[src/rtl/lsu_pkg.sv]
`timescale 1ns/1ps
package lsu_pkg;

    typedef enum logic [2:0] {
        ST_IDLE,
        ST_PUSH_REG,
        ST_PUSH_MASK,
        ST_POP_MASK_REQ,
        ST_POP_MASK_CAP,
        ST_POP_REG_REQ,
        ST_POP_REG_WR
    } seq_state_e;

endpackage

[src/rtl/lsu_pick.sv]
`timescale 1ns/1ps
module lsu_pick #(
    parameter int N          = 16,
    parameter bit HIGH_FIRST = 1'b0,
    localparam int IW        = $clog2(N)
) (
    input  logic [N-1:0]  vec,
    output logic [IW-1:0] idx
);

    generate
        if (HIGH_FIRST) begin : g_high
            always_comb begin
                idx = '0;
                for (int i = 0; i < N; i++) begin
                    if (vec[i]) idx = IW'(i);
                end
            end
        end else begin : g_low
            always_comb begin
                idx = '0;
                for (int i = N - 1; i >= 0; i--) begin
                    if (vec[i]) idx = IW'(i);
                end
            end
        end
    endgenerate

endmodule

[src/rtl/lsu_regfile.sv]
`timescale 1ns/1ps
module lsu_regfile #(
    parameter int NREG = 16,
    parameter int DW   = 32,
    localparam int IW  = $clog2(NREG)
) (
    input  logic          clk,
    input  logic          rst_n,
    input  logic          we,
    input  logic [IW-1:0] widx,
    input  logic [DW-1:0] wdata,
    input  logic [IW-1:0] ra_idx,
    output logic [DW-1:0] ra_data,
    input  logic [IW-1:0] rb_idx,
    output logic [DW-1:0] rb_data
);

    logic [DW-1:0] regs_q [NREG];
    logic [DW-1:0] regs_d [NREG];

    always_comb begin
        regs_d = regs_q;
        if (we) regs_d[widx] = wdata;
    end

    always_ff @(posedge clk) begin
        if (!rst_n) begin
            for (int i = 0; i < NREG; i++) regs_q[i] <= '0;
        end else begin
            regs_q <= regs_d;
        end
    end

    assign ra_data = regs_q[ra_idx];
    assign rb_data = regs_q[rb_idx];

endmodule

[src/rtl/lsu_livemask.sv]
`timescale 1ns/1ps
module lsu_livemask #(
    parameter int NREG = 16,
    localparam int IW  = $clog2(NREG)
) (
    input  logic            clk,
    input  logic            rst_n,
    input  logic            set_en,
    input  logic [IW-1:0]   set_idx,
    input  logic            clr_a_en,
    input  logic [IW-1:0]   clr_a_idx,
    input  logic            clr_b_en,
    input  logic [IW-1:0]   clr_b_idx,
    input  logic            load_en,
    input  logic [NREG-1:0] load_val,
    output logic [NREG-1:0] mask
);

    localparam logic [NREG-1:0] ONE = {{(NREG-1){1'b0}}, 1'b1};

    logic [NREG-1:0] mask_q, mask_d;
    logic [NREG-1:0] set_v, clr_v;

    always_comb begin
        set_v = set_en ? (ONE << set_idx) : '0;
        clr_v = '0;
        if (clr_a_en) clr_v = clr_v | (ONE << clr_a_idx);
        if (clr_b_en) clr_v = clr_v | (ONE << clr_b_idx);
        if (load_en) mask_d = load_val;
        else         mask_d = (mask_q & ~clr_v) | set_v;
    end

    always_ff @(posedge clk) begin
        if (!rst_n) mask_q <= '0;
        else        mask_q <= mask_d;
    end

    assign mask = mask_q;

endmodule

[src/rtl/lsu_seq.sv]
`timescale 1ns/1ps
module lsu_seq
    import lsu_pkg::*;
#(
    parameter int NREG = 16,
    parameter int DW   = 32,
    parameter int AW   = 8,
    localparam int IW  = $clog2(NREG),
    localparam logic [AW-1:0] SP_INIT = {AW{1'b1}}
) (
    input  logic            clk,
    input  logic            rst_n,
    input  logic            call_i,
    input  logic            ret_i,
    input  logic [NREG-1:0] mask_i,
    input  logic [DW-1:0]   rf_rdata,
    output logic [IW-1:0]   rf_ridx,
    output logic            rf_we,
    output logic [IW-1:0]   rf_widx,
    output logic [DW-1:0]   rf_wdata,
    output logic            mask_load,
    output logic [NREG-1:0] mask_val,
    output logic            busy,
    output logic            stk_we,
    output logic            stk_re,
    output logic [AW-1:0]   stk_addr,
    output logic [DW-1:0]   stk_wdata,
    input  logic [DW-1:0]   stk_rdata
);

    typedef struct packed {
        seq_state_e      st;
        logic [NREG-1:0] pend;
        logic [NREG-1:0] held;
        logic [AW-1:0]   sp;
        logic [IW-1:0]   tgt;
    } seq_t;

    seq_t q, d;
    logic [IW-1:0] lo_idx, hi_idx;

    function automatic logic [NREG-1:0] bit_of(input logic [IW-1:0] i);
        return {{(NREG-1){1'b0}}, 1'b1} << i;
    endfunction

    lsu_pick #(.N(NREG), .HIGH_FIRST(1'b0)) i_pick_lo (.vec(q.pend), .idx(lo_idx));
    lsu_pick #(.N(NREG), .HIGH_FIRST(1'b1)) i_pick_hi (.vec(q.pend), .idx(hi_idx));

    always_comb begin
        d         = q;
        rf_ridx   = lo_idx;
        rf_we     = 1'b0;
        rf_widx   = q.tgt;
        rf_wdata  = stk_rdata;
        mask_load = 1'b0;
        mask_val  = '0;
        stk_we    = 1'b0;
        stk_re    = 1'b0;
        stk_addr  = q.sp;
        stk_wdata = '0;
        case (q.st)
            ST_IDLE: begin
                if (call_i) begin
                    d.pend = mask_i;
                    d.st   = (|mask_i) ? ST_PUSH_REG : ST_PUSH_MASK;
                end else if (ret_i) begin
                    d.st = ST_POP_MASK_REQ;
                end
            end
            ST_PUSH_REG: begin
                stk_we    = 1'b1;
                stk_wdata = rf_rdata;
                d.sp      = q.sp - AW'(1);
                d.pend    = q.pend & ~bit_of(lo_idx);
                if (d.pend == '0) d.st = ST_PUSH_MASK;
            end
            ST_PUSH_MASK: begin
                stk_we    = 1'b1;
                stk_wdata = DW'(mask_i);
                d.sp      = q.sp - AW'(1);
                mask_load = 1'b1;
                mask_val  = '0;
                d.st      = ST_IDLE;
            end
            ST_POP_MASK_REQ: begin
                stk_re   = 1'b1;
                stk_addr = q.sp + AW'(1);
                d.sp     = q.sp + AW'(1);
                d.st     = ST_POP_MASK_CAP;
            end
            ST_POP_MASK_CAP: begin
                d.held = stk_rdata[NREG-1:0];
                d.pend = stk_rdata[NREG-1:0];
                if (stk_rdata[NREG-1:0] == '0) begin
                    mask_load = 1'b1;
                    mask_val  = '0;
                    d.st      = ST_IDLE;
                end else begin
                    d.st = ST_POP_REG_REQ;
                end
            end
            ST_POP_REG_REQ: begin
                stk_re   = 1'b1;
                stk_addr = q.sp + AW'(1);
                d.sp     = q.sp + AW'(1);
                d.tgt    = hi_idx;
                d.pend   = q.pend & ~bit_of(hi_idx);
                d.st     = ST_POP_REG_WR;
            end
            ST_POP_REG_WR: begin
                rf_we = 1'b1;
                if (q.pend == '0) begin
                    mask_load = 1'b1;
                    mask_val  = q.held;
                    d.st      = ST_IDLE;
                end else begin
                    d.st = ST_POP_REG_REQ;
                end
            end
            default: d.st = ST_IDLE;
        endcase
    end

    always_ff @(posedge clk) begin
        if (!rst_n) begin
            q.st   <= ST_IDLE;
            q.pend <= '0;
            q.held <= '0;
            q.sp   <= SP_INIT;
            q.tgt  <= '0;
        end else begin
            q <= d;
        end
    end

    assign busy = (q.st != ST_IDLE);

endmodule

[src/rtl/liveset_save_unit.sv]
`timescale 1ns/1ps
module liveset_save_unit #(
    parameter int NREG = 16,
    parameter int DW   = 32,
    parameter int AW   = 8,
    localparam int IW  = $clog2(NREG)
) (
    input  logic          clk,
    input  logic          rst_n,
    input  logic          wr_en,
    input  logic          wr_rel,
    input  logic [IW-1:0] wr_idx,
    input  logic [DW-1:0] wr_data,
    input  logic          rd_en,
    input  logic          rd_rel,
    input  logic [IW-1:0] rd_idx,
    output logic [DW-1:0] rd_data,
    input  logic          call,
    input  logic          ret,
    output logic          busy,
    output logic          stk_we,
    output logic          stk_re,
    output logic [AW-1:0] stk_addr,
    output logic [DW-1:0] stk_wdata,
    input  logic [DW-1:0] stk_rdata
);

    logic            accept;
    logic            seq_rf_we;
    logic [IW-1:0]   seq_rf_widx;
    logic [DW-1:0]   seq_rf_wdata;
    logic [IW-1:0]   seq_rf_ridx;
    logic [DW-1:0]   seq_rf_rdata;
    logic            mask_load;
    logic [NREG-1:0] mask_val;
    logic [NREG-1:0] live_mask;
    logic            rf_we;
    logic [IW-1:0]   rf_widx;
    logic [DW-1:0]   rf_wdata;

    assign accept   = !busy && !call && !ret;
    assign rf_we    = seq_rf_we || (wr_en && accept);
    assign rf_widx  = seq_rf_we ? seq_rf_widx  : wr_idx;
    assign rf_wdata = seq_rf_we ? seq_rf_wdata : wr_data;

    lsu_regfile #(.NREG(NREG), .DW(DW)) i_regfile (
        .clk     (clk),
        .rst_n   (rst_n),
        .we      (rf_we),
        .widx    (rf_widx),
        .wdata   (rf_wdata),
        .ra_idx  (rd_idx),
        .ra_data (rd_data),
        .rb_idx  (seq_rf_ridx),
        .rb_data (seq_rf_rdata)
    );

    lsu_livemask #(.NREG(NREG)) i_livemask (
        .clk       (clk),
        .rst_n     (rst_n),
        .set_en    (wr_en && !wr_rel && accept),
        .set_idx   (wr_idx),
        .clr_a_en  (wr_en && wr_rel && accept),
        .clr_a_idx (wr_idx),
        .clr_b_en  (rd_en && rd_rel && accept),
        .clr_b_idx (rd_idx),
        .load_en   (mask_load),
        .load_val  (mask_val),
        .mask      (live_mask)
    );

    lsu_seq #(.NREG(NREG), .DW(DW), .AW(AW)) i_seq (
        .clk       (clk),
        .rst_n     (rst_n),
        .call_i    (call),
        .ret_i     (ret),
        .mask_i    (live_mask),
        .rf_rdata  (seq_rf_rdata),
        .rf_ridx   (seq_rf_ridx),
        .rf_we     (seq_rf_we),
        .rf_widx   (seq_rf_widx),
        .rf_wdata  (seq_rf_wdata),
        .mask_load (mask_load),
        .mask_val  (mask_val),
        .busy      (busy),
        .stk_we    (stk_we),
        .stk_re    (stk_re),
        .stk_addr  (stk_addr),
        .stk_wdata (stk_wdata),
        .stk_rdata (stk_rdata)
    );

endmodule

[config.mk]
export PLATFORM = sky130hd
export DESIGN_NAME = liveset_save_unit
export DESIGN_NICKNAME = d
export VERILOG_FILES = /design/src/rtl/lsu_pkg.sv /design/src/rtl/lsu_pick.sv /design/src/rtl/lsu_regfile.sv /design/src/rtl/lsu_livemask.sv /design/src/rtl/lsu_seq.sv /design/src/rtl/liveset_save_unit.sv
export SDC_FILE = /design/constraint.sdc
export NUM_CORES = 2
export LEC_CHECK = 0
export ABC_AREA = 1
export BUFFER_PORTS_ARGS = -buffer_cell sky130_fd_sc_hd__buf_4
export CAP_MARGIN = 0
export CORE_MARGIN = 2
export CORE_UTILIZATION = 45
export CTS_BUF_LIST = sky130_fd_sc_hd__clkbuf_16
export DETAILED_ROUTE_END_ITERATION = 12
export SLEW_MARGIN = 5
export SYNTH_ARGS = -nofsm -noshare
export SYNTH_HDL_FRONTEND = slang
export SYNTH_SLANG_ARGS = --single-unit
[constraint.sdc]
create_clock -name clk -period 6.2 [get_ports clk]
set_input_delay 0.31 -clock clk [delete_from_list [all_inputs] [get_ports clk]]
set_output_delay 0.31 -clock clk [all_outputs]
set_load 0.03 [all_outputs]
# Yosys cells after proc, flatten, opt, wreduce, memory -nomap -nowiden
# Cells that the tools add are included.
[word_totals] wordCells=145 register_bits=575
[classes] n_reduce_logical=27 n_eq_ne=9 n_shift=4 magnitude_cmp=4 add_sub_neg=2 n_mux=66 bitwise_logic=11
[ops] cell="$bwmux W512" count=1
[ops] cell="$bmux W32 S4" count=2
[ops] cell="$mux W32" count=6
[ops] cell="$demux W32 S4" count=1
[ops] cell="$mux W4" count=31
[ops] cell="$mux W16" count=7
[ops] cell="$pmux W16 S4" count=1
[ops] cell="$pmux W32 S2" count=1
[ops] cell="$shl A1 B4 Y16 const A" count=4
[ops] cell="$and A16 B16 Y16" count=3
[ops] cell="$logic_not A16 Y1" count=3
[ops] cell="$not A16 Y16" count=3
[ops] cell="$or A16 B16 Y16" count=2
[ops] cell="$pmux W3 S6" count=1
[ops] cell="$pmux W8 S2" count=1
[ops] cell="$reduce_or A16 Y1" count=1
[ops] cell="$ge A5 B5 Y1 const B" count=3
[ops] cell="$mux W3" count=5
[ops] cell="$not A4 Y5" count=3
[ops] cell="$logic_and A1 B1 Y1" count=10
[ops] cell="$eq A3 B3 Y1 const B" count=3
[ops] cell="$add A8 B1 Y8 const B" count=1
[ops] cell="$mux W8" count=1
[ops] cell="$sub A8 B1 Y8 const B" count=1
[ops] cell="other kinds (17)" count=28

# Longest topological paths before layout
[depth] depth_word=22 depth_mapped=27

# Hierarchy
# A second synthesis with hierarchy kept.
[hier_totals] hier_cells=5482 area_unflattened_um2=33360.7
[by_module_without_submodules] mod="lsu_regfile" cells_each=4468 instances=1 area_per_inst_um2=27560.2
[by_module_without_submodules] mod="lsu_seq" cells_each=624 instances=1 area_per_inst_um2=3709.8
[by_module_without_submodules] mod="lsu_livemask" cells_each=175 instances=1 area_per_inst_um2=1153.6
[by_module_without_submodules] mod="liveset_save_unit" cells_each=128 instances=1 area_per_inst_um2=556.8
[by_module_without_submodules] mod="lsu_pick (i_seq.i_pick_lo)" cells_each=46 instances=1 area_per_inst_um2=212.7
[by_module_without_submodules] mod="lsu_pick (i_seq.i_pick_hi)" cells_each=41 instances=1 area_per_inst_um2=167.7

# Least setup slack after synthesis
# No wires, ideal clock.
[synth_path] kind="reg2out" startpoint="register i_seq.q[43] (netlist bit)" endpoint="output port stk_wdata[23]" path_slack_ps=3537 arrival_ps=2353 path_buffers=2 t_required_ps=5890 stages_incl_launch_ff=23 path_cell_list="dfxtp_1 > nand2_1 > nand2_1 > nand2_1 > nand2_1 > nand2_1 > nand2_1 > nand2_1 > nand2_1 > nand2_1 > nand2_1 > nand2_1 > nand2_2 > nand2_4 > nand2_2 > nand2_4 > nand2_2 > buf_4 > buf_6 > nor2_1 > nor4_1 > nor2_1 > nor2_1"
[synth_via] elab_chain_cells=21
[synth_rtl] element="start: declaration" line_no="lsu_seq.sv:39" rtl="seq_t q, d;"
[synth_rtl] element="$mux W4 (16 in a row)" line_no="lsu_pick.sv:23" rtl="if (vec[i]) idx = IW'(i);"
[synth_rtl] element="$not A4 Y5 (implied by the code)" line_no="lsu_regfile.sv:35" rtl="assign rb_data = regs_q[rb_idx];"
[synth_rtl] element="$bmux W32 S4" line_no="lsu_regfile.sv:35"
[synth_rtl] element="$mux W32 (implied by the code) (2 in a row)" line_no="lsu_regfile.sv:35"
[synth_rtl] element="$pmux W32 S2" line_no="lsu_seq.sv:61" rtl="case (q.st)"
[synth_rtl] element="end: declaration" line_no="liveset_save_unit.sv:24" rtl="output logic [DW-1:0] stk_wdata,"
# Every way passes these cells. The select of a mux whose other input is x is not followed.

# Final worst setup path
[layout_path] startpoint="register i_seq.q[43] (netlist bit)" endpoint="output port stk_wdata[12]"
# Same word-level chain as after synthesis.

==> flow_summary.json <==
{
  "outcome": "complete, no violations",
  "synth_top_area_cell": "dfxtp_1",
  "final.period_utilization_pct": 77.85,
  "postCtsSetupBuffers": 0,
  "grt_pass1_wl_um": 183800,
  "die_area_um2": 67870,
  "synth-seq-area-share_pct": 38.87,
  "die_w_um": 260.5,
  "netlist_top_cells_area": "dfxtp_1, a21oi_1, o21ai_0, nand2_1, inv_1",
  "p_leak_nw": 11.75,
  "p_per_area_nw_per_um2": 507.3,
  "ioPinCount": 155,
  "grt_pass1_vias": 29100,
  "setup_violations": 0,
  "layout.nets": 4306,
  "fin_skew_ps": 22.71,
  "seq_area_um2": 11510,
  "rsz0062_at_grt": "false",
  "crit_type": "reg -> out",
  "tightest_slew_ps": 1230,
  "ys_warn_count": 0,
  "ant_nets": 0,
  "cts.sinks": 575,
  "synth_cells": 4306,
  "synth.cell_area_um2": 29610,
  "hold_viol": 0,
  "start_util_pct": 45.20,
  "overflow": 0,
  "multi_input_comb_area_um2": 14520,
  "synth_nets": 4388,
  "placement.io_buffers": 154,
  "ir_worst_vdd_mv": 0.5746,
  "grt_max_degree": 191,
  "fin_crit_ps": 4827,
  "hold_path.class": "in -> reg",
  "synth-edff-count": 0,
  "fp.dieH_um": 260.5,
  "avgSynthCellArea_um2": 6.877,
  "max_slew_margin_pct": 17.91,
  "gp_congestion": 0.9573,
  "core_area_um2": 65510,
  "drc": 0,
  "tritoncts.num_buffers": 68,
  "syn_to_final_growth_pct": 11.94,
  "ys.flop_type": "dfxtp_1",
  "clk_pin_slew_ps": 60,
  "ys_ff_latch": 575,
  "viasPerCell": 6.111,
  "routed_wl_um": 123900,
  "initialDrtViolationCount": 3543,
  "fmaxAchievable_ghz": 0.2072,
  "cts_tree": "done",
  "nFillCells": 6610,
  "slew_viol_final": 0,
  "wl_per_cell_um": 24.11,
  "grt_use_total_pct": 35.56,
  "worstPathRequired_ps": 5890,
  "maxCapViolCount": 0,
  "finish.utilization_pct": 50.60,
  "clockBufferDepth": 3,
  "holdBufCountCts": 0,
  "rows": 94,
  "via_count": 31410,
  "cts_root_buf": "clkbuf_16",
  "clock_latency_ps": 600,
  "cts_resized": 0,
  "setup_tns_ps": 0,
  "startpoint_type": "register",
  "arrival_ps": 4520,
  "ys_types": 44,
  "dp_cells": 5018,
  "firstDrtPassIters": 7,
  "cts_htree_levels": 3,
  "yosysTopAreaCellShare_pct": 38.87,
  "async_flop_share_pct": 0,
  "antenna_found_initial": 3,
  "dp_hpwl_um": 70850,
  "drive_gt1_share_pct": 8.963,
  "cp-end-kind": "output port",
  "fin_cells": 5140,
  "critical_path.max_fanout": 37
}
-- registers in the layout, summed over array words and instances, names as in the netlist --
name and count:
i_livemask.mask 16, i_regfile.regs_q 512, i_seq.q 43, i_seq.rf_widx 4
-- power breakdown --
group / internal, mW / switching (mW) / total, mW
combinational: 2.44 / 6.55 / 8.98
sequential: 3.82 / 0.100 / 3.92
clock: 2.26 / 1.65 / 3.91
-- synthesized netlist by cell type (all sizes together) (24+ instances only) --
cell / n
a21oi: 691
o21ai: 633
nand2: 597
inv: 591
dfxtp: 575
clkbuf: 310
nand3: 177
o22ai: 155
nor2: 129
o211ai: 106
a221oi: 68
buf: 62
o311ai: 49
o221ai: 40
o2111ai: 31
nor3: 25
nor4: 24
-- cell type report --
class	instances	area share [%]
well taps	864	3.261
inverters	595	6.757
repair buffers	220	5.081
clock inverters	50	1.151
multi-input cells	2764	43.79
diodes	3	0.02265
clock buffers	69	5.209
flip-flops and latches	575	34.73
-- critical path: stages, from the launching register on --
cell,delay [ps]
dfxtp_1,420
nand2_1,80
nand2_1,60
nand2_1,50
nand2_1,50
nand2_1,50
nand2_1,50
nand2_1,60
nand2_1,60
nand2_1,50
nand2_1,50
nand2_1,60
nand2_2,90
nand2_4,100
nand2_2,110
nand2_4,100
nor2_8,570
inv_2,540
buf_4,380
o211ai_1,200
nand3_1,100
nand3_1,390
nand2_1,100
buf_4,190
-- worst paths after layout --
check	start	to	slack, ps	cells past startpoint
max	i_seq.q[43]$_SDFFE_PN0P_	stk_wdata[12]	1370	23
min	stk_rdata[15]	i_seq.q[27]$_SDFFE_PN0P_	30	3
max reg2reg	i_seq.q[44]$_SDFFE_PN0P_	i_regfile.regs_q[354]$_SDFFE_PN0P_	2130	12
min reg2reg	i_regfile.regs_q[373]$_SDFFE_PN0P_	i_regfile.regs_q[373]$_SDFFE_PN0P_	460	2
-- per-stage QoR --
step	power (mW)	area, µm²	hold slack (ps)	worst slack (ps)
floorplan	9.681	29610	433.7	3537
global placement	12.70	31030	447.3	2128
detailed placement	12.73	31030	450.0	2075
CTS	16.61	33140	7.494	1432
global route	17.61	33140	59.70	1078
finish	16.81	33150	33.43	1373
-- layout by cell type (no fill, tap or decap), types with 18 or more instances in the layout --
master,synthesis,routed
a21oi_1,691,691
o21ai_0,617,615
nand2_1,589,581
inv_1,572,579
dfxtp_1,575,575
buf_4,4,217
nand3_1,172,170
o22ai_1,155,155
nor2_1,120,114
o211ai_1,106,106
clkbuf_16,0,69
a221oi_1,68,68
o311ai_0,49,49
o221ai_1,40,40
o2111ai_1,31,31
nor4_1,24,24
nor3_1,22,22
inv_2,18,20
nand4_1,19,19
clkinv_1,4,18
-- per-layer routing --
layer,wire length [µm],vias up,part of all wire [%],track usage (%)
li1,-,14690,-,-
met1,50930,14630,41,47.50
met2,54650,1735,44,55.86
met3,13100,348,11,6.944
met4,5222,0,4.2,15.38
met5,0,-,0,0
-- logic make-up (layout without fill, tap and decap cells) --
kind of cell / count (synthesis) / count (layout) / synth area share, %
and+or+nand+nor: 974 / 974 / 14.13
DFF: 575 / 575 / 38.87
buffers and inverters: 967 / 934 / 12.59
other: 0 / 3 / 0
adders and majority gates: 2 / 2 / 0.08449
AOI/OAI and AO/OA: 1784 / 1784 / 34.21
xor gates and xnor gates: 4 / 4 / 0.1183
No activity file was read; power rests on OpenSTA's default activity.
